### config.mk
export PLATFORM = sky130hd
export DESIGN_NAME = dbg_halt_ctl
export DESIGN_NICKNAME = d
export VERILOG_FILES = /design/src/rtl/dbg_halt_pkg.sv /design/src/rtl/dhc_key_check.sv /design/src/rtl/dhc_sticky.sv /design/src/rtl/dhc_ctrl.sv /design/src/rtl/dbg_halt_ctl.sv
export SDC_FILE = /design/constraint.sdc
export NUM_CORES = 1
export LEC_CHECK = 0
export BUFFER_PORTS_ARGS = -buffer_cell sky130_fd_sc_hd__buf_2
export CORE_MARGIN = 2
export CORE_UTILIZATION = 31
export DETAILED_ROUTE_END_ITERATION = 8
export PLACE_DENSITY = 0.83
export SLEW_MARGIN = 20
export SYNTH_ARGS = -nofsm -noshare
export SYNTH_HDL_FRONTEND = slang
export SYNTH_SLANG_ARGS = --single-unit
### constraint.sdc
create_clock -name clk -period 2.45 [get_ports clk]
set_input_delay 0 -clock clk [delete_from_list [all_inputs] [get_ports clk]]
set_output_delay 0 -clock clk [all_outputs]
set_load 0.005 [all_outputs]
### src/rtl/dbg_halt_pkg.sv
package dbg_halt_pkg;

    localparam int unsigned REG_W     = 32;
    localparam int unsigned KEY_TOP_W = 6;
    localparam int unsigned KEY_MID_W = 4;
    localparam int unsigned N_STICKY  = 2;

    localparam int unsigned POS_DEN    = 0;
    localparam int unsigned POS_HALT   = 1;
    localparam int unsigned POS_STEP   = 2;
    localparam int unsigned POS_MASK   = 3;
    localparam int unsigned POS_STALL  = 5;
    localparam int unsigned POS_REGRDY = 16;
    localparam int unsigned POS_HALTED = 17;
    localparam int unsigned POS_SLEEP  = 18;
    localparam int unsigned POS_LOCKUP = 19;
    localparam int unsigned POS_MID_LO = 20;
    localparam int unsigned POS_RETIRE = 24;
    localparam int unsigned POS_RST    = 25;
    localparam int unsigned POS_TOP_LO = 26;
    localparam int unsigned POS_ONES_LO = 16;
    localparam int unsigned ONES_W      = 4;

    localparam int unsigned IDX_RETIRE = 0;
    localparam int unsigned IDX_RST    = 1;

    typedef struct packed {
        logic stall;
        logic mask;
        logic step;
        logic halt;
        logic den;
    } ctrl_t;

    typedef struct packed {
        logic lockup;
        logic sleeping;
        logic halted;
        logic regrdy;
    } live_t;

    function automatic ctrl_t ctrl_from_word(input logic [REG_W-1:0] w);
        ctrl_t c;
        c.den   = w[POS_DEN];
        c.halt  = w[POS_HALT];
        c.step  = w[POS_STEP];
        c.mask  = w[POS_MASK];
        c.stall = w[POS_STALL];
        return c;
    endfunction

    function automatic logic [REG_W-1:0] pack_image(
        input ctrl_t                c,
        input live_t                s,
        input logic [N_STICKY-1:0]  sticky
    );
        logic [REG_W-1:0] w;
        w = '0;
        w[POS_DEN]    = c.den;
        w[POS_HALT]   = c.halt;
        w[POS_STEP]   = c.step;
        w[POS_MASK]   = c.mask;
        w[POS_STALL]  = c.stall;
        w[POS_REGRDY] = s.regrdy;
        w[POS_HALTED] = s.halted;
        w[POS_SLEEP]  = s.sleeping;
        w[POS_LOCKUP] = s.lockup;
        w[POS_RETIRE] = sticky[IDX_RETIRE];
        w[POS_RST]    = sticky[IDX_RST];
        return w;
    endfunction

endpackage

### src/rtl/dhc_key_check.sv
module dhc_key_check
    import dbg_halt_pkg::*;
#(
    parameter logic [KEY_TOP_W-1:0] KEY_TOP = 6'h28,
    parameter logic [KEY_MID_W-1:0] KEY_MID = 4'h5
) (
    input  logic [REG_W-1:0] wdata,
    output logic             key_ok
);
    logic top_ok, mid_ok, zero_ok, ones_ok;

    always_comb begin
        top_ok  = (wdata[POS_TOP_LO +: KEY_TOP_W] == KEY_TOP);
        mid_ok  = (wdata[POS_MID_LO +: KEY_MID_W] == KEY_MID);
        zero_ok = ~wdata[POS_RST] & ~wdata[POS_RETIRE];
        ones_ok = &wdata[POS_ONES_LO +: ONES_W];
        key_ok  = top_ok & mid_ok & zero_ok & ones_ok;
    end
endmodule

### src/rtl/dhc_sticky.sv
module dhc_sticky #(
    parameter int unsigned N = 2
) (
    input  logic         clk,
    input  logic         rst,
    input  logic [N-1:0] set_evt,
    input  logic         rd_clr,
    output logic [N-1:0] flag
);
    for (genvar i = 0; i < N; i++) begin : g_flag
        always_ff @(posedge clk) begin
            if (rst)
                flag[i] <= 1'b0;
            else if (set_evt[i])
                flag[i] <= 1'b1;
            else if (rd_clr)
                flag[i] <= 1'b0;
        end
    end
endmodule

### src/rtl/dhc_ctrl.sv
module dhc_ctrl
    import dbg_halt_pkg::*;
(
    input  logic  clk,
    input  logic  rst,
    input  logic  wr_ok,
    input  logic  from_dbg,
    input  ctrl_t req,
    input  logic  core_in_reset,
    input  logic  core_halted,
    input  logic  halt_evt,
    output ctrl_t cur
);
    ctrl_t nxt;
    logic  stall_allowed;

    always_comb begin
        nxt           = cur;
        stall_allowed = cur.den & cur.halt;
        if (wr_ok) begin
            if (from_dbg)
                nxt.den = req.den;
            nxt.halt = req.halt;
            if (core_halted) begin
                nxt.step = req.step;
                nxt.mask = req.mask;
            end
            if (!req.stall)
                nxt.stall = 1'b0;
            else if (stall_allowed)
                nxt.stall = 1'b1;
        end
        if (core_in_reset)
            nxt.halt = 1'b0;
        else if (halt_evt)
            nxt.halt = 1'b1;
    end

    always_ff @(posedge clk) begin
        if (rst)
            cur <= '0;
        else
            cur <= nxt;
    end
endmodule

### src/rtl/dbg_halt_ctl.sv
module dbg_halt_ctl
    import dbg_halt_pkg::*;
#(
    parameter logic [KEY_TOP_W-1:0] KEY_TOP = 6'h28,
    parameter logic [KEY_MID_W-1:0] KEY_MID = 4'h5
) (
    input  logic             clk,
    input  logic             rst,
    input  logic             bus_sel,
    input  logic             bus_wr,
    input  logic             bus_from_dbg,
    input  logic [REG_W-1:0] bus_wdata,
    output logic [REG_W-1:0] bus_rdata,
    input  logic             core_in_reset,
    input  logic             core_retired,
    input  logic             core_lockup,
    input  logic             core_sleeping,
    input  logic             core_halted,
    input  logic             core_regrdy,
    input  logic             core_halt_evt,
    output logic             dbg_en_o,
    output logic             halt_req_o,
    output logic             step_o,
    output logic             mask_int_o,
    output logic             stall_brk_o
);
    logic                key_ok;
    logic                wr_ok;
    logic                rd_hit;
    logic [N_STICKY-1:0] sticky_set;
    logic [N_STICKY-1:0] sticky_q;
    ctrl_t               ctrl_q;
    ctrl_t               ctrl_req;
    live_t               live;

    dhc_key_check #(
        .KEY_TOP (KEY_TOP),
        .KEY_MID (KEY_MID)
    ) u_key (
        .wdata  (bus_wdata),
        .key_ok (key_ok)
    );

    always_comb begin
        wr_ok                  = bus_sel & bus_wr & key_ok;
        rd_hit                 = bus_sel & ~bus_wr;
        ctrl_req               = ctrl_from_word(bus_wdata);
        sticky_set             = '0;
        sticky_set[IDX_RETIRE] = core_retired;
        sticky_set[IDX_RST]    = core_in_reset;
    end

    dhc_sticky #(.N(N_STICKY)) u_sticky (
        .clk     (clk),
        .rst     (rst),
        .set_evt (sticky_set),
        .rd_clr  (rd_hit),
        .flag    (sticky_q)
    );

    dhc_ctrl u_ctrl (
        .clk           (clk),
        .rst           (rst),
        .wr_ok         (wr_ok),
        .from_dbg      (bus_from_dbg),
        .req           (ctrl_req),
        .core_in_reset (core_in_reset),
        .core_halted   (core_halted),
        .halt_evt      (core_halt_evt),
        .cur           (ctrl_q)
    );

    always_comb begin
        live.lockup   = core_lockup & ~core_halted;
        live.sleeping = core_sleeping;
        live.halted   = core_halted;
        live.regrdy   = core_regrdy;
        bus_rdata     = pack_image(ctrl_q, live, sticky_q);
        dbg_en_o      = ctrl_q.den;
        halt_req_o    = ctrl_q.den & ctrl_q.halt;
        step_o        = ctrl_q.den & ctrl_q.step;
        mask_int_o    = ctrl_q.den & ctrl_q.mask;
        stall_brk_o   = ctrl_q.den & ctrl_q.stall;
    end
endmodule

* After elaboration in Yosys (flattened, before gate mapping)
Index checks and enable logic that the tools add are counted.
Word-level totals: register bits 7, output and inout bits 37, logic and storage cells 42
Operators by class: eq/ne operators 3, mux-type cells 8, bitwise logic cells 16, reduce and logical (&&, ||, !) cells 8
Operators by type and width (count):
- $and A1 B1 Y1 | 12
- $mux W1 | 7
- $eq A6 B6 Y1 const B | 1
- $reduce_and A2 Y1 | 3
- $reduce_bool A2 Y1 | 3
- $eq A4 B3 Y1 const B | 1
- $not A1 Y1 | 4
- $reduce_and A4 Y1 | 1
- $mux W2 | 1
- $ne A2 B1 Y1 const B | 1
- $reduce_or A2 Y1 | 1

* Logic depth before layout (Yosys ltp)
Gate-level depths: netlist (run 1).
depth after elaboration 7, mapped depth 4, depth with buffers taken out 4

* By module
A second synthesis (run 1) with hierarchy kept.
Second synthesis, totals: cells, all modules 67, area total of the unflattened synthesis 574.3 µm²
By module, submodules not included:
- dbg_halt_ctl | instances 1, cells an instance 33, area each 235.2 µm², sequential area each 0.0 µm²
- dhc_ctrl | instances 1, cells an instance 21, area each 215.2 µm², sequential area each 100.1 µm²
- dhc_sticky | instances 1, cells an instance 8, area each 70.1 µm², sequential area each 40.0 µm²
- dhc_key_check | instances 1, cells an instance 5, area each 53.8 µm², sequential area each 0.0 µm²

* Worst setup path before layout (run 1)
OpenSTA, ideal clock, no wires.
path kind input to register, start point input port bus_wdata[24], end point register u_ctrl.cur[1] (netlist name), setup time 79 ps, arrival time 752 ps, data required time 2371 ps, path slack 1619 ps, stages on the path 4, path buffers 0, cell sequence and4bb_1 > and3_2 > a31oi_1 > a211oi_2
Between the ends: word-level cells in the longest chain between the ends 6
Ends and longest elaborated chain:
- from (decl) | line dbg_halt_ctl.sv:12 | input logic [REG_W-1:0] bus_wdata,
- $not A1 Y1 | line dhc_key_check.sv:15 | zero_ok = ~wdata[POS_RST] & ~wdata[POS_RETIRE];
- $and A1 B1 Y1 | line dhc_key_check.sv:15
- $and A1 B1 Y1 (2 in series) | line dhc_key_check.sv:17 | key_ok = top_ok & mid_ok & zero_ok & ones_ok;
- $and A1 B1 Y1 | line dbg_halt_ctl.sv:45 | wr_ok = bus_sel & bus_wr & key_ok;
- $reduce_bool A2 Y1 (no source line)
- to (signal assigned) | line dhc_ctrl.sv:43 | cur <= nxt;
- to (decl) | line dhc_ctrl.sv:12 | output ctrl_t cur
Every way passes these cells. A chain may end at the register's enable or synchronous reset.

* Worst setup path in the final report (run 1)
start point register u_ctrl.cur[0] (netlist name), end point output port halt_req_o
Between the ends: word-level cells in the longest chain between the ends 1
Ends and longest elaborated chain:
- $and A1 B1 Y1 | line dbg_halt_ctl.sv:80 | halt_req_o = ctrl_q.den & ctrl_q.halt;
- to (decl) | line dbg_halt_ctl.sv:22 | output logic halt_req_o,
Every way passes these cells.

==> results_dict.tcl, run 1 <==
set metrics [dict create \
    grt_overflow_total 0 \
    grt_pass1_vias 511 \
    setup_viol 0 \
    cts_buffers 3 \
    status "completed" \
    postSynth.asyncResetShare 0 \
    synth.area.mux_share 0 \
    diodes 0 \
    synth_edf_count 0 \
    fin_skew_ps 0.0778 \
    antenna_left 0 \
    cp-start-kind "flip-flop" \
    drc 0 \
    period_needed_ps 930 \
    post_drt_wl_per_cell_um 9.43 \
    antenna_found_initial 0 \
    critical_path.max_stage_delay_ps 400 \
    netlist_area_sq_um 559 \
    synth_cells 69 \
    die_area_sq_um 2160 \
    drtPass1Iterations 4 \
    setup_slack_ps 1520 \
    end_kind "output port" \
    place_ws_ps 1450 \
    ys_warn_count 0 \
    clkTransAtPathRegs_ps 60 \
    placedCellCount 133 \
    first_iter_violations 5 \
    floorplan.initialDensity 0.327 \
    cts.sinks 7 \
    final_cells 139 \
    synth_compound_area_frac 0.125 \
    grt_max_degree 8 \
    synth_top_family_by_area "buffers and inverters" \
    rsz0062_at_grt "no" \
    synth-simple-area-share 0.282 \
    critPathMaxFanout 7 \
    die_w_um 46.5 \
    ioPinCount 81 \
    slowest_stage "dfxtp_1" \
    vias 571 \
    fin_setup_tns_ps 0 \
    syn_avg_cell_area_sq_um 8.11 \
    cap_violations 0 \
    slew_violations 0 \
    rows 15 \
    vdd_drop_max_v 0.000138 \
    ys_seq_area_frac 0.251 \
    leakage_uw 0.000412 \
    synth.most_common_cell "buf_4" \
    hp-class "in2out" \
    clock_latency_ps 250 \
    path_cells "and2_1, buf_2" \
    max_freq_ghz 1.08 \
    period_share 0.379 \
    synth_top_area_share 0.336 \
    synth-seq-cells 7 \
    grt_pass1_wl_um 1950 \
    fp.dieH_um 46.5 \
    hold_slack_ps 0.00228 \
    fin_nets 159 \
    post_cts.repair.setup_buffers 0 \
    vias_per_cell 4.11 \
    final_layout_size_suffix_gt1_frac 0.439 \
    hold_violations 0 \
    ys.flop_type "dfxtp_1" \
    ctsLongestPathBuffers 2 \
    yosys-top-cells-area "buf_4 34%, dfxtp_1 25%, a21oi_1 4.5%, and2_1 4.5%, and4bb_1 4.5%" \
    syn_to_final_growth_pct 33.1 \
    coreArea_sq_um 1710 \
    yosys-top-cells-count "25 x buf_4, 7 x dfxtp_1, 5 x a21oi_1" \
    cts_tree "built" \
    clock_tree.root_cell "clkbuf_4" \
    required_ps 2450 \
    worstPathArrival_ps 930 \
    portBuffers 44 \
    htree_levels 1 \
    path_class "reg2out" \
    pwr_density_cell_nw_per_um2 373 \
    wl_um 1310 \
    synth_cell_types 20 \
    synthAdderAreaFrac 0 \
    synth_area_leader_cell "buf_4" \
    grt_use_total 0.127 \
    synth_xor_area_frac 0 \
    hpwl_um 1160 \
    routabilityCongestion 0.700 \
]
==> layout make-up <==
| cell class | count | area (sq um) |
|---|---|---|
| flip-flops and latches | 7 | 140 |
| well taps | 25 | 31.3 |
| clock buffers | 4 | 26.3 |
| repair buffers | 46 | 240 |
| multi-input cells | 57 | 307 |
| fillers | 177 | 963 |
==> per-layer routing <==
layer  vias to the layer above  GRT usage  part of all wire
met3                         2     0.0314             0.084
li1                        288          -                 -
met4                         0     0.0743            0.0092
met1                       250      0.126              0.35
met5                         -          0                 0
met2                        31      0.233              0.56
==> cell usage in the layout, fill, tap and decap left out, drive strengths merged <==
cell / count
a21oi: 5
dlygate4sd3: 2
o21ai: 4
nor2b: 1
nand4: 3
a211oi: 1
dfxtp: 7
nand2b: 1
clkbuf: 4
nor2: 3
a31oi: 2
and4b: 2
and2: 5
nand2: 1
buf: 44
and3: 1
nand3: 3
and4bb: 2
conb: 21
nor3: 2
==> cells by family (layout without fill, tap and decap cells) <==
| family | Yosys count | after routing |
|---|---|---|
| buffers and inverters | 25 | 50 |
| flip-flops | 7 | 7 |
| AO/OA/AOI/OAI | 12 | 12 |
| other | 1 | 21 |
| AND/OR/NAND/NOR | 24 | 24 |
==> stage by stage <==
stage / area [sq um] / power, uW / utilization
2_1_floorplan: 634 / 166 / -
3_3_place_gp: 698 / 168 / 0.409
3_5_place_dp: 698 / 170 / 0.409
4_1_cts: 744 / 284 / 0.436
5_1_grt: 744 / 299 / 0.436
6_report: 744 / 278 / 0.436
==> where the power goes <==
group	internal, uW	leakage, uW	switching, uW
Clock	62.3	0.0000150	45.2
Combinational	27.4	0.000340	24.0
Sequential	117	0.0000572	1.66
Total	207	0.000412	70.9
==> final timing paths <==
check             cells past startpoint                  startpoint  slack, ps                         end
setup / recovery                      2  u_ctrl.cur[0]$_SDFFE_PP0P_       1520                  halt_req_o
hold / removal                        0               core_sleeping      0.002               bus_rdata[18]
setup reg to reg                      3  u_ctrl.cur[0]$_SDFFE_PP0P_       1620  u_ctrl.cur[4]$_SDFFE_PP0P_
hold reg to reg                       2  u_ctrl.cur[3]$_SDFFE_PP0P_        490  u_ctrl.cur[3]$_SDFFE_PP0P_
==> registers in the layout, indices dropped and copies added (netlist names) <==
signal and cells:
u_ctrl.cur 5, u_sticky.flag 2
==> what timing repair did <==
item | CTS | global route
resized for setup | 0 | 0
endpoints found under the hold margin | 2 | 0
hold buffers | 2 | 0
==> critical path, delay by kind of cell, from the launching register on <==
family        cells  cell delay (ps)
flops             1              400
buf+inv           1              110
simple gates      1              170
Note: power is estimated with default switching activity, not from simulation.
==> run 2, diff against run 1 <==
--- a/config.mk
+++ b/config.mk
@@ -7,9 +7,9 @@
 export LEC_CHECK = 0
 export BUFFER_PORTS_ARGS = -buffer_cell sky130_fd_sc_hd__buf_2
 export CORE_MARGIN = 2
-export CORE_UTILIZATION = 31
+export CORE_UTILIZATION = 26
 export DETAILED_ROUTE_END_ITERATION = 8
-export PLACE_DENSITY = 0.83
+export PLACE_DENSITY = 0.74
 export SLEW_MARGIN = 20
 export SYNTH_ARGS = -nofsm -noshare
 export SYNTH_HDL_FRONTEND = slang
==> constraint.sdc (replaced) <==
create_clock -name clk -period 0.8 [get_ports clk]
set_input_delay 0 -clock clk [delete_from_list [all_inputs] [get_ports clk]]
set_output_delay 0 -clock clk [all_outputs]
set_load 0.005 [all_outputs]
==> run 2 against run 1 <==
  * The flow now finishes with violations (negative setup slack)
  * Sequential share of layout area down 0.92 points
  * Power grew to 3.1 times the previous value
  * Via count increased by 4.9%
  * Count of clock-buffer cells in the layout is the same
==> results_dict.tcl, run 2 (synthesis gave the netlist of run 1 again) <==
set metrics [dict create \
    slowest_stage "dfxtp_2" \
    hold_slack_ps 0.00227 \
    cts_buffers 3 \
    portBuffers 44 \
    drtPass1Iterations 4 \
    routabilityCongestion 0.792 \
    final_layout_size_suffix_gt1_frac 0.478 \
    floorplan.initialDensity 0.279 \
    top_register "u_ctrl.cur" \
    fp.dieH_um 50.4 \
    critPathMostFrequentCell "buf_6" \
    violations "negative setup slack" \
    swShare 0.257 \
    hold_violations 0 \
    grt_pass1_wl_um 2350 \
    wl_met3_um 134 \
    status "complete, but fails checks" \
    hpwl_um 1220 \
    antenna_left 0 \
    wl_um 1460 \
    p_seq_frac 0.426 \
    end_kind "output port" \
    fillers 220 \
    leakage_uw 0.000423 \
    p_int_uw 634 \
    top_layer "met4" \
    required_ps 800 \
    multi_input_area_sq_um 318 \
    coreArea_sq_um 2000 \
    path_class "reg2out" \
    cp-start-kind "flip-flop" \
    period_needed_ps 920 \
    final_cell_mix "41 x buf_2, 21 x conb_1, 6 x dfxtp_1" \
    vias_per_cell 4.22 \
    final_common_cell "buf_2" \
    drc 0 \
    diodes 0 \
    largest_reg_flops 5 \
    rsz0062_at_grt "yes" \
    comb_power_share 0.187 \
    fin_skew_ps 4.59 \
    ioPinCount 81 \
    ctsLongestPathBuffers 2 \
    rows 16 \
    cts_tree "built" \
    post_drt_wl_per_cell_um 10.3 \
    path_cells "buf_6, and2_4, buf_6" \
    pwr-share-clk 0.387 \
    place_ws_ps -166 \
    worstPathArrival_ps 920 \
    dr_wl_met2_um 815 \
    pwr_density_cell_nw_per_um2 1080 \
    syn_to_final_growth_pct 41.2 \
    setup_viol 6 \
    wl_met1_um 495 \
    htree_levels 1 \
    fin_setup_tns_ps -420 \
    grt_max_degree 8 \
    vdd_drop_max_v 0.000834 \
    clkTransAtPathRegs_ps 50 \
    critical_path.max_stage_delay_ps 320 \
    fin_nets 160 \
    period_share 1.15 \
    grt_pass1_vias 553 \
    cts.sinks 7 \
    vias 599 \
    seqCellArea_sq_um 141 \
    die_area_sq_um 2540 \
    post_cts.repair.setup_buffers 0 \
    max_freq_ghz 1.09 \
    reg_top3 "u_ctrl.cur: 5 flops, u_sticky.flag: 2 flops" \
    final_cells 142 \
    critPathMaxFanout 6 \
    cap_violations 0 \
    die_w_um 50.4 \
    antenna_found_initial 0 \
    hp-class "in2out" \
    slew_violations 0 \
    clock_latency_ps 250 \
    clock_tree.root_cell "clkbuf_4" \
    grt_overflow_total 0 \
    placedCellCount 136 \
    grt_use_total 0.123 \
    p_switching_uw 219 \
    setup_slack_ps -120 \
    first_iter_violations 8 \
]
==> run 2: cell types whose count changed in the layout (fill, tap and decap cells not counted) <==
cell | before | now
dfxtp_2 | 0 | 1
and2_4 | 1 | 4
dfxtp_1 | 7 | 6
o21ai_0 | 1 | 0
and3_2 | 1 | 0
and2_1 | 4 | 1
o21ai_1 | 3 | 4
buf_6 | 0 | 4
and3_4 | 0 | 1
buf_2 | 44 | 41
==> run 2: what timing repair did <==
item	4_1_cts	5_1_grt
hold buffers	2	0
gates resized for setup	4	5
endpoints found under the setup margin	6	8
pin swaps	0	0
gates cloned	0	0
endpoints found under the hold margin	3	0
==> run 2: per-stage QoR <==
| step | instance area (sq um) | util | power (uW) |
|---|---|---|---|
| after floorplan | 638 | - | 510 |
| after global placement | 712 | 0.356 | 518 |
| after detailed placement | 712 | 0.356 | 522 |
| after CTS | 772 | 0.386 | 861 |
| after global routing | 790 | 0.394 | 908 |
| final | 790 | 0.394 | 853 |
==> run 2: worst paths after layout <==
path / start / to / slack (ps) / cells after the start
worst max register to register: u_ctrl.cur[1]$_SDFFE_PP0P_ / u_ctrl.cur[4]$_SDFFE_PP0P_ / 30 / 3
worst min register to register: u_sticky.flag[1]$_SDFFE_PP0P_ / u_sticky.flag[1]$_SDFFE_PP0P_ / 490 / 2
worst max-delay path: u_ctrl.cur[0]$_SDFFE_PP0P_ / stall_brk_o / -120 / 3
worst min-delay path: core_regrdy / bus_rdata[16] / 0.002 / 0
==> run 2: per-layer routing <==
metal	global-route usage	up-vias
li1	-	288
met1	0.122	269
met2	0.230	40
met3	0.0327	2
met4	0.0676	0
met5	0	-
==> run 2: critical path: cells and delay by family (launching register included) <==
kind / cells / cell delay [ps]
buffers and inverters: 2 / 220
DFF: 1 / 320
and+or+nand+nor: 1 / 130
==> run 2: power groups by stage <==
| stage | clock network [uW] | logic (uW) | registers (uW) |
|---|---|---|---|
| global route | 362 | 182 | 364 |
| finish | 330 | 160 | 363 |
| detailed placement | 0 | 151 | 371 |
| floorplan | 0 | 138 | 372 |
| CTS | 339 | 159 | 364 |
| global placement | 0 | 148 | 370 |
==> run 2: final cells by class <==
type                       count  area share
clock buffer                   4      0.0333
multi-input combinational     57       0.403
sequential                     7       0.179
tap                           27      0.0428
timing repair buffer          47       0.342
==> run 3, diff against run 2 <==
--- a/config.mk
+++ b/config.mk
@@ -5,11 +5,11 @@
 export SDC_FILE = /design/constraint.sdc
 export NUM_CORES = 1
 export LEC_CHECK = 0
-export BUFFER_PORTS_ARGS = -buffer_cell sky130_fd_sc_hd__buf_2
+export BUFFER_PORTS_ARGS = -buffer_cell sky130_fd_sc_hd__buf_4
 export CORE_MARGIN = 2
-export CORE_UTILIZATION = 26
+export CORE_UTILIZATION = 31
 export DETAILED_ROUTE_END_ITERATION = 8
-export PLACE_DENSITY = 0.74
+export PLACE_DENSITY = 0.83
 export SLEW_MARGIN = 20
 export SYNTH_ARGS = -nofsm -noshare
 export SYNTH_HDL_FRONTEND = slang
==> constraint.sdc (replaced) <==
create_clock -name clk -period 1.1 [get_ports clk]
set_input_delay 0 -clock clk [delete_from_list [all_inputs] [get_ports clk]]
set_output_delay 0 -clock clk [all_outputs]
set_load 0.005 [all_outputs]
==> run 3 against run 2 <==
  * The run now ends clean
  * Routed wire length decreased by 1.5%
  * Sequential share of layout area decreased by 1.7 points
  * Non-clock buffer count unchanged
  * Final area grew 9.5%
  * Hold slack barely moved
  * Sequential power fell by 27%
  * First-iteration DRC count down 13%
  * Combinational power is 3% lower
  * Register-to-register slack gained 200 ps
  * Global-route usage is 2.6 points higher
  * Worst setup slack gained 260 ps
==> results_dict.tcl, run 3 (synthesis gave the netlist of run 1 again) <==
set metrics [dict create \
    grt_overflow_total 0 \
    period_share 0.869 \
    htree_levels 1 \
    cp-start-kind "flip-flop" \
    path_class "reg2out" \
    post_drt_wl_per_cell_um 10.3 \
    clkTransAtPathRegs_ps 50 \
    portBuffers 44 \
    placedCellCount 133 \
    status "completed" \
    hp-class "in2out" \
    place_area_sq_um 808 \
    diodes 0 \
    rsz0062_at_grt "no" \
    worstHoldStart "core_sleeping" \
    coreArea_sq_um 1710 \
    end_kind "output port" \
    die_area_sq_um 2160 \
    wl_um 1440 \
    period_needed_ps 955 \
    clock_latency_ps 260 \
    fp.dieH_um 46.5 \
    first_iter_violations 7 \
    swShare 0.247 \
    grt_pass1_wl_um 2190 \
    floorplan.initialDensity 0.327 \
    max_freq_ghz 1.05 \
    critPathMaxFanout 7 \
    startpoint "u_ctrl.cur[0]$_SDFFE_PP0P_" \
    die_w_um 46.5 \
    drc 0 \
    slew_violations 0 \
    rows 15 \
    pwr_density_cell_nw_per_um2 766 \
    cts_resized 0 \
    r2r_start "u_ctrl.cur[0]$_SDFFE_PP0P_" \
    p_seq_frac 0.400 \
    clock_tree.root_cell "clkbuf_4" \
    leakage_uw 0.000443 \
    comb_power_share 0.233 \
    ioPinCount 81 \
    post_cts.repair.setup_buffers 0 \
    grt_max_degree 8 \
    hpwl_um 1160 \
    cap_violations 0 \
    top_register "u_ctrl.cur" \
    vias_per_cell 4.15 \
    setup_viol 0 \
    grt_use_total 0.149 \
    cts.sinks 7 \
    reg_top3 "u_ctrl.cur: 5 flops, u_sticky.flag: 2 flops" \
    final_layout_size_suffix_gt1_frac 0.435 \
    largest_reg_flops 5 \
    antenna_left 0 \
    cts_buffers 3 \
    grt_pass1_vias 571 \
    cts_tree "built" \
    fin_nets 160 \
    postCtsHoldBufs 3 \
    p_int_uw 498 \
    routabilityCongestion 0.676 \
    p_switching_uw 164 \
    final_common_cell "buf_4" \
    vdd_drop_max_v 0.000449 \
    fin_setup_tns_ps 0 \
    drtPass1Iterations 4 \
    final_area_sq_um 865 \
    required_ps 1100 \
    ctsLongestPathBuffers 2 \
    final_cells 140 \
    pwr-share-clk 0.367 \
    final_cell_mix "44 x buf_4, 21 x conb_1, 7 x dfxtp_1" \
    syn_to_final_growth_pct 54.6 \
    antenna_found_initial 0 \
    hold_violations 0 \
    fin_skew_ps 3.23 \
    vias 581 \
    worstPathArrival_ps 960 \
]
run 3: area by class of cell:
type	count	area, sq um
multi-input combinational	57	307
sequential	7	140
clock buffer	4	26.3
fill	164	843
tap	25	31.3
timing repair buffer	47	360
run 3: final timing paths:
check | endpoint | slack [ps] | depth (start not counted)
setup reg to reg | u_ctrl.cur[4]$_SDFFE_PP0P_ | 230 | 3
hold / removal | bus_rdata[18] | 0.002 | 0
hold reg to reg | u_sticky.flag[1]$_SDFFE_PP0P_ | 490 | 2
setup / recovery | halt_req_o | 140 | 2
run 3: through the flow:
stage / setup WS, ps / power [uW] / utilization / hold WS [ps]
after global routing: 36.5 / 711 / 0.506 / 0.0108
final: 145 / 662 / 0.506 / 0.00230
after floorplan: 269 / 371 / - / 30.2
after global placement: 100 / 411 / 0.473 / 0.0346
after detailed placement: 89.9 / 414 / 0.473 / 0.0346
after CTS: 125 / 674 / 0.506 / 0.0346
run 3: power by group through the flow:
stage	Combinational [uW]	Clock (uW)	Sequential, uW
after floorplan	100	0	270
after global placement	141	0	270
after detailed placement	144	0	270
after CTS	154	255	265
after global routing	172	275	265
final	155	243	265
run 3: routing by layer:
metal	vias up	wire length (um)	track usage
li1	290	-	-
met1	250	474	0.136
met2	37	801	0.272
met3	4	135	0.0706
met4	0	25	0.0743
met5	-	0	0
run 3: critical path: stages (launching register included):
cell and delay [ps]:
dfxtp_1 410, and2_1 180, buf_4 110
